### config.mk
export PLATFORM = sky130hd
export DESIGN_NAME = dpmem_ctrl
export DESIGN_NICKNAME = d
export VERILOG_FILES = /design/src/rtl/dpmem_pkg.sv /design/src/rtl/dpmem_pargen.sv /design/src/rtl/dpmem_arb.sv /design/src/rtl/dpmem_seq.sv /design/src/rtl/dpmem_ctrl.sv
export SDC_FILE = /design/constraint.sdc
export NUM_CORES = 1
export LEC_CHECK = 0
export ABC_AREA = 1
export BUFFER_PORTS_ARGS = -buffer_cell sky130_fd_sc_hd__buf_4
export CORE_MARGIN = 3
export CORE_UTILIZATION = 45
export DETAILED_ROUTE_END_ITERATION = 7
export PLACE_DENSITY_LB_ADDON = 0.25
export SYNTH_ARGS = -nofsm -noshare
export SYNTH_HDL_FRONTEND = slang
export SYNTH_SLANG_ARGS = --single-unit
### constraint.sdc
create_clock -name clk -period 3.5 [get_ports clk]
set_clock_uncertainty 0.2 [all_clocks]
set_input_delay 0.35 -clock clk [delete_from_list [all_inputs] [get_ports clk]]
set_output_delay 0.35 -clock clk [all_outputs]
set_load 0.05 [all_outputs]
### src/rtl/dpmem_pkg.sv
package dpmem_pkg;

    localparam int WORD_W  = 16;
    localparam int BYTE_W  = 8;
    localparam int LANES   = WORD_W / BYTE_W;
    localparam int PORTS   = 2;

    typedef enum logic [1:0] {
        ST_IDLE = 2'd0,
        ST_BUSY = 2'd1,
        ST_DONE = 2'd2
    } seq_state_t;

    typedef struct packed {
        logic              wr;
        logic [WORD_W-1:0] data;
        logic [LANES-1:0]  par;
    } op_t;

    // odd parity bit for one byte: byte plus bit has an odd count of ones
    function automatic logic odd_bit(input logic [BYTE_W-1:0] b);
        return ~(^b);
    endfunction

endpackage

### src/rtl/dpmem_pargen.sv
module dpmem_pargen
    import dpmem_pkg::*;
(
    input  logic [WORD_W-1:0] data,
    output logic [LANES-1:0]  par
);
    generate
        for (genvar l = 0; l < LANES; l++) begin : g_lane
            assign par[l] = odd_bit(data[l*BYTE_W +: BYTE_W]);
        end
    endgenerate
endmodule

### src/rtl/dpmem_arb.sv
module dpmem_arb
    import dpmem_pkg::*;
(
    input  logic [PORTS-1:0] req,
    output logic [PORTS-1:0] gnt
);
    // lowest index wins: index 0 is port A
    always_comb begin
        logic taken;
        taken = 1'b0;
        for (int i = 0; i < PORTS; i++) begin
            gnt[i] = req[i] & ~taken;
            taken  = taken | req[i];
        end
    end
endmodule

### src/rtl/dpmem_seq.sv
module dpmem_seq
    import dpmem_pkg::*;
#(
    parameter int BUSY_CYC = 4
) (
    input  logic       clk,
    input  logic       rst,
    input  logic       any_req,
    output logic       grant_en,
    output logic       fire,
    output seq_state_t state
);
    localparam int CNT_W = (BUSY_CYC < 2) ? 1 : $clog2(BUSY_CYC);

    logic [CNT_W-1:0] cnt;

    assign grant_en = (state == ST_IDLE) && any_req;
    assign fire     = (state == ST_BUSY) && (cnt == '0);

    always_ff @(posedge clk) begin
        if (rst) begin
            state <= ST_IDLE;
            cnt   <= '0;
        end else begin
            case (state)
                ST_IDLE: if (any_req) begin
                    state <= ST_BUSY;
                    cnt   <= CNT_W'(BUSY_CYC - 1);
                end
                ST_BUSY: if (cnt == '0) state <= ST_DONE;
                         else           cnt   <= cnt - 1'b1;
                default: state <= ST_IDLE;
            endcase
        end
    end
endmodule

### src/rtl/dpmem_ctrl.sv
module dpmem_ctrl
    import dpmem_pkg::*;
#(
    parameter int ADDR_W   = 6,
    parameter int BUSY_CYC = 4
) (
    input  logic              clk,
    input  logic              rst,
    input  logic              a_rd,
    input  logic              a_wr,
    input  logic [ADDR_W-1:0] a_addr,
    input  logic [15:0]       a_wdata,
    input  logic [1:0]        a_wpar,
    output logic [15:0]       a_rdata,
    output logic [1:0]        a_rpar,
    output logic              a_ready,
    output logic              a_perr,
    output logic [1:0]        a_perr_mask,
    input  logic              b_rd,
    input  logic              b_wr,
    input  logic [ADDR_W-1:0] b_addr,
    input  logic [15:0]       b_wdata,
    input  logic [1:0]        b_wpar,
    output logic [15:0]       b_rdata,
    output logic [1:0]        b_rpar,
    output logic              b_ready,
    output logic              b_perr,
    output logic [1:0]        b_perr_mask
);
    localparam int DEPTH = 1 << ADDR_W;

    logic [PORTS-1:0]  req, gnt;
    logic [ADDR_W-1:0] addr_in [PORTS];
    op_t               op_in   [PORTS];

    assign req        = {b_rd | b_wr, a_rd | a_wr};
    assign addr_in[0] = a_addr;
    assign addr_in[1] = b_addr;
    assign op_in[0]   = '{wr: a_wr, data: a_wdata, par: a_wpar};
    assign op_in[1]   = '{wr: b_wr, data: b_wdata, par: b_wpar};

    logic       grant_en, fire;
    seq_state_t state;

    dpmem_arb u_arb (.req(req), .gnt(gnt));

    dpmem_seq #(.BUSY_CYC(BUSY_CYC)) u_seq (
        .clk(clk), .rst(rst), .any_req(|req),
        .grant_en(grant_en), .fire(fire), .state(state)
    );

    // latched access owned by the sequencer
    logic              owner;
    logic [ADDR_W-1:0] op_addr;
    op_t               op_q;

    always_ff @(posedge clk) begin
        if (rst) begin
            owner   <= 1'b0;
            op_addr <= '0;
            op_q    <= '0;
        end else if (grant_en) begin
            owner   <= gnt[1];
            op_addr <= addr_in[gnt[1]];
            op_q    <= op_in[gnt[1]];
        end
    end

    logic [LANES-1:0] wr_gen, wr_bad;
    dpmem_pargen u_wchk (.data(op_q.data), .par(wr_gen));
    assign wr_bad = wr_gen ^ op_q.par;

    logic [WORD_W-1:0] mem [DEPTH];

    always_ff @(posedge clk) begin
        if (fire && op_q.wr) begin
            for (int l = 0; l < LANES; l++) begin
                if (!wr_bad[l])
                    mem[op_addr][l*BYTE_W +: BYTE_W] <= op_q.data[l*BYTE_W +: BYTE_W];
            end
        end
    end

    logic [WORD_W-1:0] rdata_q [PORTS];
    logic [LANES-1:0]  rpar_w  [PORTS];
    logic [PORTS-1:0]  ready_q;
    logic [LANES-1:0]  mask_q  [PORTS];

    generate
        for (genvar p = 0; p < PORTS; p++) begin : g_port
            dpmem_pargen u_rgen (.data(rdata_q[p]), .par(rpar_w[p]));

            always_ff @(posedge clk) begin
                if (rst) begin
                    rdata_q[p] <= '0;
                    ready_q[p] <= 1'b0;
                    mask_q[p]  <= '0;
                end else if (fire && (owner == 1'(p))) begin
                    ready_q[p] <= 1'b1;
                    mask_q[p]  <= op_q.wr ? wr_bad : '0;
                    if (!op_q.wr) rdata_q[p] <= mem[op_addr];
                end else begin
                    ready_q[p] <= 1'b0;
                    mask_q[p]  <= '0;
                end
            end
        end
    endgenerate

    assign a_rdata     = rdata_q[0];
    assign a_rpar      = rpar_w[0];
    assign a_ready     = ready_q[0];
    assign a_perr_mask = mask_q[0];
    assign a_perr      = |mask_q[0];
    assign b_rdata     = rdata_q[1];
    assign b_rpar      = rpar_w[1];
    assign b_ready     = ready_q[1];
    assign b_perr_mask = mask_q[1];
    assign b_perr      = |mask_q[1];

    // inputs assumed: strobes held until ready, never read and write together
    a_r4_a_wins: assert property (@(posedge clk) disable iff (rst)
        (state == ST_IDLE && req[0] && req[1]) |=> (owner == 1'b0));
    a_r5_a_waits: assert property (@(posedge clk) disable iff (rst)
        (state == ST_BUSY && owner == 1'b1 && req[0]) |=> !a_ready);
    a_r5_owner_hold: assert property (@(posedge clk) disable iff (rst)
        (state == ST_BUSY && $past(state == ST_BUSY)) |-> $stable(owner));
    a_r3_ready_pulse_a: assert property (@(posedge clk) disable iff (rst)
        a_ready |=> !a_ready);
    a_r3_ready_pulse_b: assert property (@(posedge clk) disable iff (rst)
        b_ready |=> !b_ready);
    a_r9_one_ready: assert property (@(posedge clk) disable iff (rst)
        !(a_ready && b_ready));
    a_r9_perr_with_ready: assert property (@(posedge clk) disable iff (rst)
        (a_perr |-> a_ready) and (b_perr |-> b_ready));
    a_r8_read_clean: assert property (@(posedge clk) disable iff (rst)
        (fire && !op_q.wr) |=> (!a_perr && !b_perr));
endmodule

==> qor.txt <==
die width = 322.7 um
max_slew headroom = 30.60%
DR WL/cell = 22.78 um
Crit. End Element = output pin
power per cell area = 609.9 mW/mm^2
R2R Setup Slk = 710 ps
Final Max Tran Viols = 0
maximum VDD drop = 0.0004626 V
Crit Path Max Fanout = 2
Die ar. = 0.1041 sq mm
total CTS buffers = 109
HP Class = in2reg
# clock sinks = 1098
Ant. Diodes = 0
vias in the first global route = 29560
Worst Setup Path Type = reg2out
fin cells = 5543
data arrival time of the worst path = 2340 ps
WL final = 126300 um
CP most frequent cell = xnor2_1
Post-route DRC = 0
cts repair resizes = 0
Routability Congestion = 0.8763
fin crit share = 82.45%
boundary pin count = 98
TritonCTS clock tree = yes
Pleak = 0.01907 uW
main area contributors after synthesis = edfxtp_1 (71%), nand2_1 (11%), nand3_1 (9.9%)
Synth Area in Compound Gates = 1.106%
Finished Core Util = 52.79%
r2r endpoint = rdata_q[0][8]
Root Driver = clkbuf_16
Buf/Inv on CP = 1
total global-route track usage = 24.05%
clk_lat worst skew = 680 ps
mux cell area share after synthesis = 0%
Worst-Margin Slew = 1040 ps
fmax = 0.3465 GHz
Synth Instances = 3944
CTS HTree Levels = 3
Slowest cell on crit path = edfxtp_1
WHS Endpoint = op_q[18]
Max clock buf depth = 3
Core Box Area = 0.09885 sq mm
Vias = 30990
outcome = finished, final reports clean
num rows = 115
largest net degree at the start of global routing = 171
initial antenna violation count = 3
Post-Synth Adder-Cell Area = 0.02772%
Reg clk slew, reported paths = 60 ps
Distinct cells, synth = 30
R2R depth = 8
slowest stage delay, CP = 580 ps
Iter 0 DRT Violations = 3599
HP Start = b_rd
RSZ-0062 raised after global routing = no
post-synth top area cell = edfxtp_1
main combinational cell family by area after synthesis = simple AND/OR/NAND/NOR gates
post-detailed-route count of antenna-violating nets = 0
Crit path max-delay family = XOR/XNOR gates
top-area cell type share of the netlist area = 70.53%
setup ws final = 614.2 ps
startpoint types = register
WHS Path Cells = 4
Setup TNS = 0 ps
Setup WS pre-CTS = 711.6 ps
Setup-failing EPs final = 0
placed instance count = 5288
first-pass GRT wire length = 188100 um
drt pass-1 iters = 6
final HPWL from detailed placement = 74910 um
most frequent cells in the layout = nand2_1 (1379), edfxtp_1 (1060), nand3_1 (892)
area of the mapped netlist = 0.04513 sq mm
GRT overflow = 0
final net count = 4218
post-synthesis simple-gate area fraction = 22.84%
Final Hold Viols = 0
share of layout cells above drive strength 1 = 11.87%
synthesis-stage register bit count = 1098
worst path cell trace = xnor2_1 > xor2_1 > xnor2_1 > buf_4
Tmin final = 2886 ps
DR vias/cell = 5.591
Starting Density = 45.66%
PortBufs = 97
register area share after synthesis = 72.21%
Maximum Capacitance Violations = 0
Layout area overhead = 15.62%
Mapped Avg Cell Area = 11.44 sq um
# Post-CTS Setup Buffers = 0
XOR/XNOR Fraction of Synth Area = 0.8151%
Synth warnings = 0
die height = 322.7 um
commonest non-fill, non-tap cell in the layout = nand2_1
Worst Path Required = 2950 ps
==> how the worst max path moves through the flow <==
stage                   start       endpoint  slack (ps)  depth (start not counted)
6_report       rdata_q[0][15]      a_rpar[1]         610                          4
5_1_grt              register  rdata_q[0][0]         570                          9
4_1_cts        rdata_q[0][15]      a_rpar[1]         540                          4
3_5_place_dp         register  rdata_q[0][0]         710                          8
3_3_place_gp         register  rdata_q[1][8]         740                          8
2_1_floorplan        op_q[10]     mem[0][10]         410                          9
==> area by class of cell <==
cell class / instances / area (sq um)
Tap cell: 1287 / 1610
Inverter: 25 / 120.1
Multi-Input combinational cell: 2574 / 11240
Fill cell: 8338 / 46670
Timing Repair Buffer: 355 / 2993
Clock buffer: 130 / 2879
Clock inverter: 74 / 710.7
Sequential cell: 1098 / 32620
==> flip-flops by register name (all words and copies together), names as in the netlist, named ones only <==
name         count
u_seq.cnt        2
mem           1024
owner            1
op_q            19
u_seq.state      2
mask_q           4
op_addr          6
b_ready          1
rdata_q         32
a_ready          1
==> layer usage <==
metal / up-vias / wire length (um) / GRT usage [%]
met4: 4 / 3548 / 7.607
li1: 14260 / - / -
met3: 210 / 10610 / 3.620
met5: - / 27 / 0
met1: 15120 / 53940 / 34.70
met2: 1404 / 58150 / 37.84
==> worst min-delay path: stages <==
cell	delay, ps
buf_4	110
nor2_1	230
a211oi_4	170
a21oi_1	120
==> logic make-up after synthesis <==
family          Yosys count
xor+xnor                 42
fa+ha+maj                 1
compound gates           91
flops                  1098
other cells               1
buf+inv                 275
simple gates           2436
==> metrics by stage <==
stage	power (uW)	hold WS (ps)	area (sq um)
after global placement	20180	282.9	48080
after detailed placement	20210	281.4	48080
after CTS	31940	118.3	52180
after global routing	32890	177.0	52180
after floorplan	18330	222.4	45140
final	31820	144.3	52180
==> cell usage after synthesis <==
master and number:
nand2_1 1379, edfxtp_1 1060, nand3_1 892, nor2_1 140, buf_2 130, clkbuf_1 62, dfxtp_1 38, a21oi_1 35
xnor2_1 30, o21ai_0 28, buf_4 27, a31oi_1 25, buf_1 24, inv_1 23, nor3_1 17, xor2_1 12
buf_6 7, or2_2 3, a211oi_2 1, clkinv_2 1, conb_1 1, ha_1 1, inv_2 1, nand2_2 1
nand2_4 1, nand3b_1 1, nor2_2 1, o211ai_1 1, o31ai_1 1, or2_1 1
==> report_power, final <==
part | internal [uW] | leakage (uW) | switching [uW] | total, uW
registers | 14900 | 0.0100 | 174 | 15100
clock network | 6810 | 0.00174 | 4970 | 11800
logic | 1310 | 0.00727 | 3670 | 4980
total | 23000 | 0.0191 | 8810 | 31800
==> repair_timing <==
| item | in CTS | in global routing |
|---|---|---|
| endpoints found under the hold margin | 36 | 0 |
| hold buffers | 51 | 0 |
| endpoints found under the setup margin | 0 | 0 |
(Power assumes the default switching activity.)
